--- config.mk ---
export PLATFORM = sky130hd
export DESIGN_NAME = fa_alu
export DESIGN_NICKNAME = d
export VERILOG_FILES = /design/src/rtl/fa_pkg.sv /design/src/rtl/fa_alu_operand.sv /design/src/rtl/fa_alu_core.sv /design/src/rtl/fa_alu_limit.sv /design/src/rtl/fa_alu.sv
export SDC_FILE = /design/constraint.sdc
export NUM_CORES = 1
export LEC_CHECK = 0
export BUFFER_PORTS_ARGS = -buffer_cell sky130_fd_sc_hd__buf_2
export CAP_MARGIN = 0
export CORE_UTILIZATION = 59
export DETAILED_ROUTE_END_ITERATION = 10
export GPL_ROUTABILITY_DRIVEN = 0
export PLACE_DENSITY = 0.83
export SETUP_SLACK_MARGIN = 0.15
export SKIP_LAST_GASP = 1
export SLEW_MARGIN = 5
export SYNTH_ARGS = -nofsm -noshare
export SYNTH_HDL_FRONTEND = slang
export SYNTH_SLANG_ARGS = --single-unit
--- constraint.sdc ---
create_clock -name clk_i -period 0.8 [get_ports clk_i]
set_input_delay 0 -clock clk_i [delete_from_list [all_inputs] [get_ports clk_i]]
set_output_delay 0 -clock clk_i [all_outputs]
set_load 0.005 [all_outputs]
--- src/rtl/fa_pkg.sv ---
package fa_pkg;
  localparam int OP_W = 4;

  typedef enum logic [OP_W-1:0] {
    OP_ADD  = 4'd0,
    OP_SUB  = 4'd1,
    OP_CSUB = 4'd2,
    OP_ABS  = 4'd3,
    OP_ABA  = 4'd4,
    OP_LDA  = 4'd5,
    OP_AND  = 4'd6,
    OP_XOR  = 4'd7,
    OP_LIM  = 4'd8,
    OP_NOP  = 4'd15
  } fa_op_e;
endpackage

--- src/rtl/fa_alu_operand.sv ---
module fa_alu_operand
  import fa_pkg::*;
#(
  parameter int FRAC_W  = 24,
  parameter int GUARD_W = 4,
  parameter int SHIFT_W = 2,
  localparam int DATA_W = FRAC_W + 1,
  localparam int EXT_W  = FRAC_W + GUARD_W
) (
  input  fa_op_e              op_i,
  input  logic [DATA_W-1:0]   dst_i,
  input  logic [DATA_W-1:0]   src_i,
  input  logic [SHIFT_W-1:0]  shift_i,
  input  logic                carry_i,
  output logic [EXT_W-1:0]    a_o,
  output logic [EXT_W-1:0]    b_o,
  output logic                cin_o,
  output logic                negate_o
);
  // leftmost guard bit must still hold the original sign after shifting
  localparam int MAX_SHIFT = GUARD_W - 2;

  logic [SHIFT_W-1:0] sh_eff;
  logic [EXT_W-1:0]   src_x, src_sh;
  logic               src_neg;

  assign src_neg = src_i[FRAC_W];
  assign sh_eff  = (int'(shift_i) > MAX_SHIFT) ? SHIFT_W'(MAX_SHIFT) : shift_i;
  assign src_x   = {{(GUARD_W-1){src_i[FRAC_W]}}, src_i};
  assign src_sh  = src_x << sh_eff;

  always_comb begin
    unique case (op_i)
      OP_SUB:         negate_o = 1'b1;
      OP_CSUB:        negate_o = ~carry_i;
      OP_ABS, OP_ABA: negate_o = src_neg;
      default:        negate_o = 1'b0;
    endcase
  end

  assign a_o   = (op_i == OP_ABS || op_i == OP_LDA) ? '0
               : {{(GUARD_W-1){dst_i[FRAC_W]}}, dst_i};
  assign b_o   = negate_o ? ~src_sh : src_sh;
  assign cin_o = negate_o;
endmodule

--- src/rtl/fa_alu_core.sv ---
module fa_alu_core
  import fa_pkg::*;
#(
  parameter int FRAC_W  = 24,
  parameter int GUARD_W = 4,
  localparam int EXT_W  = FRAC_W + GUARD_W
) (
  input  fa_op_e           op_i,
  input  logic [EXT_W-1:0] a_i,
  input  logic [EXT_W-1:0] b_i,
  input  logic             cin_i,
  input  logic             negate_i,
  input  logic             dst_neg_i,
  input  logic             src_neg_i,
  input  logic             carry_i,
  output logic [EXT_W-1:0] res_o,
  output logic             carry_o
);
  logic [EXT_W-1:0] sum;
  logic             pos, add_c, sub_c;

  assign sum = a_i + b_i + EXT_W'(cin_i);
  assign pos = ~sum[EXT_W-1];

  assign add_c = (dst_neg_i == src_neg_i) ? dst_neg_i : pos;
  assign sub_c = (dst_neg_i && !src_neg_i) ? 1'b1 : pos;

  always_comb begin
    res_o   = sum;
    carry_o = 1'b0;
    unique case (op_i)
      OP_ADD:  carry_o = add_c;
      OP_SUB:  carry_o = sub_c;
      OP_CSUB: carry_o = negate_i ? sub_c : add_c;
      OP_ABS,
      OP_LDA:  carry_o = 1'b0;
      OP_ABA:  carry_o = !dst_neg_i ? 1'b0 : (src_neg_i ? 1'b1 : pos);
      OP_AND:  res_o = a_i & b_i;
      OP_XOR: begin
        res_o   = a_i ^ b_i;
        carry_o = dst_neg_i & src_neg_i;
      end
      OP_LIM:  res_o = b_i;
      default: begin
        res_o   = a_i;
        carry_o = carry_i;
      end
    endcase
  end
endmodule

--- src/rtl/fa_alu_limit.sv ---
module fa_alu_limit #(
  parameter int FRAC_W  = 24,
  parameter int GUARD_W = 4,
  localparam int DATA_W = FRAC_W + 1,
  localparam int EXT_W  = FRAC_W + GUARD_W
) (
  input  logic [EXT_W-1:0]  res_i,
  input  logic              lim_en_i,
  input  logic              force_i,
  output logic [DATA_W-1:0] res_o,
  output logic              ovf_o
);
  localparam logic [DATA_W-1:0] POS_FS = {1'b0, {FRAC_W{1'b1}}};
  localparam logic [DATA_W-1:0] NEG_FS = {1'b1, {FRAC_W{1'b0}}};

  logic [GUARD_W-1:0] guard;
  logic [DATA_W-1:0]  fs;

  assign guard = res_i[EXT_W-1:FRAC_W];
  assign ovf_o = ~((&guard) | ~(|guard));
  assign fs    = res_i[EXT_W-1] ? NEG_FS : POS_FS;
  assign res_o = (force_i || (ovf_o && lim_en_i)) ? fs : res_i[DATA_W-1:0];
endmodule

--- src/rtl/fa_alu.sv ---
module fa_alu
  import fa_pkg::*;
#(
  parameter int FRAC_W  = 24,
  parameter int GUARD_W = 4,
  parameter int SHIFT_W = 2,
  localparam int DATA_W = FRAC_W + 1,
  localparam int EXT_W  = FRAC_W + GUARD_W
) (
  input  logic               clk_i,
  input  logic               rst_ni,
  input  logic [OP_W-1:0]    op_i,
  input  logic [DATA_W-1:0]  dst_i,
  input  logic [DATA_W-1:0]  src_i,
  input  logic [SHIFT_W-1:0] shift_i,
  input  logic               cond_i,
  input  logic               carry_i,
  input  logic               conv_bit_i,
  input  logic               lim_en_i,
  output logic [DATA_W-1:0]  result_o,
  output logic               carry_o,
  output logic               ovf_o
);
  fa_op_e            op_eff;
  logic              lim_eff;
  logic [EXT_W-1:0]  a, b, res_ext;
  logic              cin, negate, c_next, ovf_next;
  logic [DATA_W-1:0] res_next;

  always_comb begin
    op_eff = fa_op_e'(op_i);
    if (op_i > OP_W'(OP_LIM)) op_eff = OP_NOP;
    if (op_i == OP_W'(OP_LDA) && cond_i && !conv_bit_i) op_eff = OP_NOP;
  end

  always_comb begin
    unique case (op_eff)
      OP_ABS, OP_LDA: lim_eff = 1'b1;
      OP_ADD:         lim_eff = lim_en_i;
      OP_ABA:         lim_eff = lim_en_i & ~cond_i;
      OP_XOR:         lim_eff = lim_en_i | cond_i;
      default:        lim_eff = 1'b0;
    endcase
  end

  fa_alu_operand #(.FRAC_W(FRAC_W), .GUARD_W(GUARD_W), .SHIFT_W(SHIFT_W)) u_operand (
    .op_i     (op_eff),
    .dst_i    (dst_i),
    .src_i    (src_i),
    .shift_i  (shift_i),
    .carry_i  (carry_i),
    .a_o      (a),
    .b_o      (b),
    .cin_o    (cin),
    .negate_o (negate)
  );

  fa_alu_core #(.FRAC_W(FRAC_W), .GUARD_W(GUARD_W)) u_core (
    .op_i      (op_eff),
    .a_i       (a),
    .b_i       (b),
    .cin_i     (cin),
    .negate_i  (negate),
    .dst_neg_i (dst_i[FRAC_W]),
    .src_neg_i (src_i[FRAC_W]),
    .carry_i   (carry_i),
    .res_o     (res_ext),
    .carry_o   (c_next)
  );

  fa_alu_limit #(.FRAC_W(FRAC_W), .GUARD_W(GUARD_W)) u_limit (
    .res_i    (res_ext),
    .lim_en_i (lim_eff),
    .force_i  (op_eff == OP_LIM),
    .res_o    (res_next),
    .ovf_o    (ovf_next)
  );

  always_ff @(posedge clk_i or negedge rst_ni) begin
    if (!rst_ni) begin
      result_o <= '0;
      carry_o  <= 1'b0;
      ovf_o    <= 1'b0;
    end else begin
      result_o <= res_next;
      carry_o  <= c_next;
      ovf_o    <= ovf_next;
    end
  end
endmodule

==> out/results.env, run 1 <==
DETAILEDPLACEMENTHPWL_UM=18170
GRT_PASS1_WL_UM=54050
SYNTH_SEQUENTIAL_AREA_RATIO_PCT=12.87
DISTINCT_CELL_TYPE_COUNT_OF_THE_SYNTHESIZED_NETLIST=82
VIAS_IN_THE_FIRST_GLOBAL_ROUTE=9598
INITIAL_UTILIZATION_PCT=60.48
LARGEST_NET_DEGREE_AT_THE_START_OF_GLOBAL_ROUTING=35
MAPPEDNETLISTNETS=799
FIRSTERROR='[ERROR GRT-0116] Global routing finished with congestion. Check the congestion regions in the DRC Viewer.'
GLOBAL_ROUTE.OVERFLOW_TOTAL=84
HTREEDEPTH=1
SYNTH_EDF_COUNT=0
CLOCK_SINKS=27
BUFFER_PORTS.INSERTED=88
GRT.TOTAL_USAGE_PCT=78.26
PLACED_CELLS_INCL_TAPS=1102
SYNTH-MAIN-FF-CELL='dfrtp_1'
DIEHEIGHT_UM=96.32
DIE_WIDTH_UM=96.32
ROW_COUNT=34
MAX-CLOCK-PATH-BUFFERS=2
NETLIST_INSTANCES=708
YS_WARN_COUNT=0
SYNTH.FF_LATCH_COUNT=27
ROOT_BUFFER='clkbuf_8'
TOP_LEVEL_PORTS=89
LASTSTAGE='5_1_grt'
RUN_STATUS='aborted with a tool error'
TRITONCTS.NUM_BUFFERS=3
ASYNCSETRESETFLOPFRACSYNTH_PCT=100.0
POST_SYNTH.CELL_AREA_AVG_SQ_UM=7.414
SYNTH.CELL_AREA_SQ_UM=5249
Yosys cell counts (5+ instances only):
cell / instances / area [sq um]
buf_1: 7 / 26.28
mux2i_1: 47 / 470.5
a31oi_1: 10 / 62.56
o221ai_1: 6 / 52.55
mux2_2: 9 / 101.4
ha_1: 28 / 350.3
a221oi_1: 8 / 70.07
and3_1: 5 / 31.28
o21ai_0: 36 / 180.2
a222oi_1: 5 / 50.05
o21a_1: 11 / 82.58
nor3_1: 6 / 30.03
dfrtp_1: 27 / 675.7
nand3_1: 15 / 75.07
xnor2_1: 36 / 315.3
nor2_1: 58 / 217.7
o211ai_1: 9 / 67.56
nand2_1: 62 / 232.7
o21ai_1: 23 / 115.1
xor2_1: 10 / 87.58
nor2b_1: 7 / 43.79
and2_1: 20 / 125.1
a21o_1: 15 / 112.6
a21boi_0: 5 / 37.54
nor3b_1: 5 / 37.54
nand4_1: 8 / 50.05
a21oi_1: 71 / 355.3
inv_1: 18 / 67.56
clkbuf_1: 34 / 127.6
nand2b_1: 8 / 50.05
buf_2: 6 / 30.03
timing repair:
item	CTS
hold buffers	1
setup buffers	17
resized for setup	80
setup endpoints to repair	54
cloned	4
pin swaps	39
hold endpoints to repair	27
per-layer routing:
metal / track usage [%] / overflow
met3: 62.80 / 3
met5: 26.19 / 0
met4: 84.44 / 29
met1: 75.11 / 0
met2: 95.98 / 52
cell families after synthesis:
logic type | synth area share (%)
AO/OA/AOI/OAI | 32.52
AND/OR/NAND/NOR | 21.17
XOR/XNOR | 9.702
adder cells (fa/ha/maj) | 7.271
buffers and inverters | 5.578
multiplexers | 10.89
flip-flops | 12.87
per-stage QoR:
stage	worst slack, ns	cell area (sq um)	utilization, %
CTS	-3.006	8203	94.52
detailed placement	-3.634	7610	87.69
global placement	-3.233	7610	87.69
floorplan	-3.295	5416	-
==> inputs of run 2 (changes only) <==
--- a/config.mk
+++ b/config.mk
@@ -7,11 +7,10 @@
 export LEC_CHECK = 0
 export BUFFER_PORTS_ARGS = -buffer_cell sky130_fd_sc_hd__buf_2
 export CAP_MARGIN = 0
-export CORE_UTILIZATION = 59
+export CORE_UTILIZATION = 40
 export DETAILED_ROUTE_END_ITERATION = 10
 export GPL_ROUTABILITY_DRIVEN = 0
-export PLACE_DENSITY = 0.83
-export SETUP_SLACK_MARGIN = 0.15
+export PLACE_DENSITY_LB_ADDON = 0.15
 export SKIP_LAST_GASP = 1
 export SLEW_MARGIN = 5
 export SYNTH_ARGS = -nofsm -noshare
==> run 2 against run 1 <==
Net effect:
- the flow now finishes, with violations (negative setup slack)
- area after synthesis stayed put
- synthesized cell count stayed put
==> out/results.env, run 2 <==
MAPPEDNETLISTNETS=799
INITIAL_DRT_PASS_ITERATIONS=6
MAX_SLEW_VIOLATION_COUNT=0
SYNTH_EDF_COUNT=0
DETAILEDPLACEMENTHPWL_UM=16170
SETUP_WS_NS=-3.142
MAX_SLEW.WORST_PIN.SLEW_NS=0.5242
LARGEST_NET_DEGREE_AT_THE_START_OF_GLOBAL_ROUTING=29
FIRST_ITER_VIOLATIONS=644
ROOT_BUFFER='clkbuf_16'
GRT_PASS1_WL_UM=31400
NETLIST_TOP_CELLS_COUNT='a21oi_1, nand2_1, nor2_1, mux2i_1'
DISTINCT_CELL_TYPE_COUNT_OF_THE_SYNTHESIZED_NETLIST=82
LAYOUT-AREA-OVERHEAD-VS-SYNTH_PCT=64.31
POST_SYNTH.CELL_AREA_AVG_SQ_UM=7.414
CP.ARRIVAL_NS=4.12
FINISH.UTILIZATION_PCT=67.79
ANTENNA_VIOLATIONS_BEFORE_REPAIR=0
FINAL-SEQ-AREA_SQ_UM=675.6
BUFFER_PORTS.INSERTED=88
BIGGESTREGSBYFLOPS='result_o x25, carry_o x1, ovf_o x1'
REGMOSTFLOPS='result_o'
FRACTION_OF_SYNTHESIZED_CELL_AREA_TAKEN_BY_THE_TOP_AREA_CELL_TYPE_PCT=12.87
DRIVE_GT1_SHARE_PCT=47.68
VIAS_IN_THE_FIRST_GLOBAL_ROUTE=6309
PLACED_CELLS_INCL_TAPS=1166
PWR_DENSITY_CELL_nW_PER_UM2=1405
NUMBER_OF_FLIP_FLOPS_IN_THE_LARGEST_REGISTER=25
YS_WARN_COUNT=0
INITIAL_UTILIZATION_PCT=41.26
ROW_COUNT=41
MAX-CLOCK-PATH-BUFFERS=2
NETLIST_INSTANCES=708
DIE_AREA_SQ_UM=13580
SETUP-VIOLATIONS-FINAL=27
LAYOUT.CELLS.MOST_COMMON='buf_4'
POST_DRT_WL_PER_CELL_UM=17.12
MULTI_INPUT_COMB_AREA_SQ_UM=4883
VIOLATED_CHECKS='negative setup slack'
TRITONCTS='done'
DIE_WIDTH_UM=116.6
SYNTH-MAIN-FF-CELL='dfrtp_1'
TIMING.FINAL.CRIT_SHARE_PCT=492.8
SYNTH.FF_LATCH_COUNT=27
RSZ_0062_RAISED_AFTER_GLOBAL_ROUTING='yes'
GLOBAL_ROUTE.OVERFLOW_TOTAL=0
ANTENNA_CELLS_INSERTED=0
SYNTH_SEQUENTIAL_AREA_RATIO_PCT=12.87
IRDROPWORSTVDD_mV=0.7092
TIMING.CRITICAL_PATH.FANOUT_MAX=6
ASYNCSETRESETFLOPFRACSYNTH_PCT=100.0
DRT-TOTAL-WL_UM=20680
SYNTH.CELL_AREA_SQ_UM=5249
FINISH.CELL_COUNT_WITHOUT_FILLERS=1208
CLOCK_SINKS=27
HOLDPATHSTAGES=4
AVGVIACOUNTPERCELL=5.701
POST-LAYOUT-TOTAL-POWER_mW=12.11
WORST-ENDPOINT-REQUIRED_NS=0.98
GRT.TOTAL_USAGE_PCT=29.50
TRITONCTS.NUM_BUFFERS=3
SYNTH_TOP_AREA_CELL='dfrtp_1'
VIAS_AFTER_DETAILED_ROUTING=6887
CORE_AREA_SQ_UM=12720
CRITICAL_PATH.ENDPOINT_TYPE='register'
CAP_VIOL_MAX_COUNT=0
TOP_LEVEL_PORTS=89
HOLD_PATH_CLASS='primary input to register'
FILLCELLCOUNT=1072
CLKTRANSATPATHREGS_NS=0.06
RUN_STATUS='finished with violations'
HTREEDEPTH=1
DRC=0
MOST-COMMON-LAYOUT-CELLS='buf_4, buf_2, a21oi_1'
TIMING.FINAL.CRIT_PERIOD_NS=3.942
WORST_SETUP_PATH_START_KIND='primary input'
NETS=1128
DIEHEIGHT_UM=116.6
WORST-SETUP-PATH-TYPE='primary input to register'
REPORT.FINAL.HOLD_VIOL_COUNT=0
LEAKAGE_nW=4.116
YOSYS.CELL_COUNT.TOP_TYPE='a21oi_1'
NETLIST_TOP_CELLS_AREA='dfrtp_1, mux2i_1, a21oi_1'
SLEW-LIMIT-HEADROOM_PCT=65.05
FINAL_ANTENNA_NET_COUNT=0
FMAXACHIEVABLE_GHz=0.2537
run 2: cell counts after synthesis:
Identical to the previous run, type by type.
run 2: worst max-delay path: stages:
cell and delay (ns):
buf_8 0.10, or4bb_4 0.54, o211a_4 0.19, buf_4 0.14
buf_4 0.13, or3_1 0.38, nand2_2 0.12, fa_2 0.23
a21o_1 0.13, maj3_2 0.25, o211ai_4 0.12, a21oi_2 0.18
nand4_1 0.16, o311a_4 0.37, or4_4 0.55, a21o_4 0.25
buf_6 0.14, o21ai_1 0.12
run 2: timing repair:
item | in CTS | in global routing
setup endpoints to repair | 27 | 27
pin swaps | 57 | 28
resized for setup | 73 | 51
buffers inserted | 18 | 16
hold buffers | 1 | 0
gates cloned | 3 | 2
endpoints found under the hold margin | 27 | 0
run 2: path summary, 6_finish.rpt:
| path | slack, ns | startpoint | end |
|---|---|---|---|
| max in group asynchronous | 0.19 | rst_ni | result_o[18]$_DFF_PN0_ |
| hold / removal | 0.18 | carry_i | carry_o$_DFF_PN0_ |
| min in group asynchronous | 0.26 | rst_ni | carry_o$_DFF_PN0_ |
| setup / recovery | -3.14 | op_i[0] | result_o[19]$_DFF_PN0_ |
run 2: power breakdown:
| group | switching (mW) | internal [mW] |
|---|---|---|
| combinational | 4.53 | 4.77 |
| clock | 0.387 | 0.671 |
| sequential | 0.0659 | 1.69 |
run 2: logic make-up after synthesis:
kind of cell / count (synthesis) / synth area share, %
compound gates: 254 / 32.52
xor+xnor: 51 / 9.702
fa+ha+maj: 30 / 7.271
buf+inv: 70 / 5.578
flops: 27 / 12.87
mux: 56 / 10.89
simple gates: 220 / 21.17
run 2: per-layer routing:
layer | global-route usage (%) | up-vias | share of wire, %
li1 | - | 3309 | -
met1 | 41.21 | 3199 | 44
met2 | 48.88 | 328 | 46
met3 | 2.231 | 51 | 7.9
met4 | 7.848 | 0 | 2.2
met5 | 0 | - | 0
run 2: through the flow:
step           setup WS (ns)  setup TNS (ns)  hold slack (ns)  cell area, sq um
2_1_floorplan         -3.295          -85.49          -0.2956              5416
3_3_place_gp          -3.373          -89.60        0.0004615              7665
3_5_place_dp          -3.439          -91.30         0.001780              7665
4_1_cts               -3.040          -81.01           0.1757              8239
5_1_grt               -3.244          -85.90           0.2095              8625
6_report              -3.142          -83.27           0.1837              8625
run 2: area by class of cell:
type / count / area share (%)
Clock buffer: 3 / 0.8704
Clock inverter: 1 / 0.05803
Inverter: 19 / 0.8269
Multi-Input combinational cell: 611 / 56.62
Sequential cell: 27 / 7.834
Tap cell: 172 / 2.495
Timing Repair Buffer: 375 / 31.29
No activity file was read; power rests on OpenSTA's default activity.
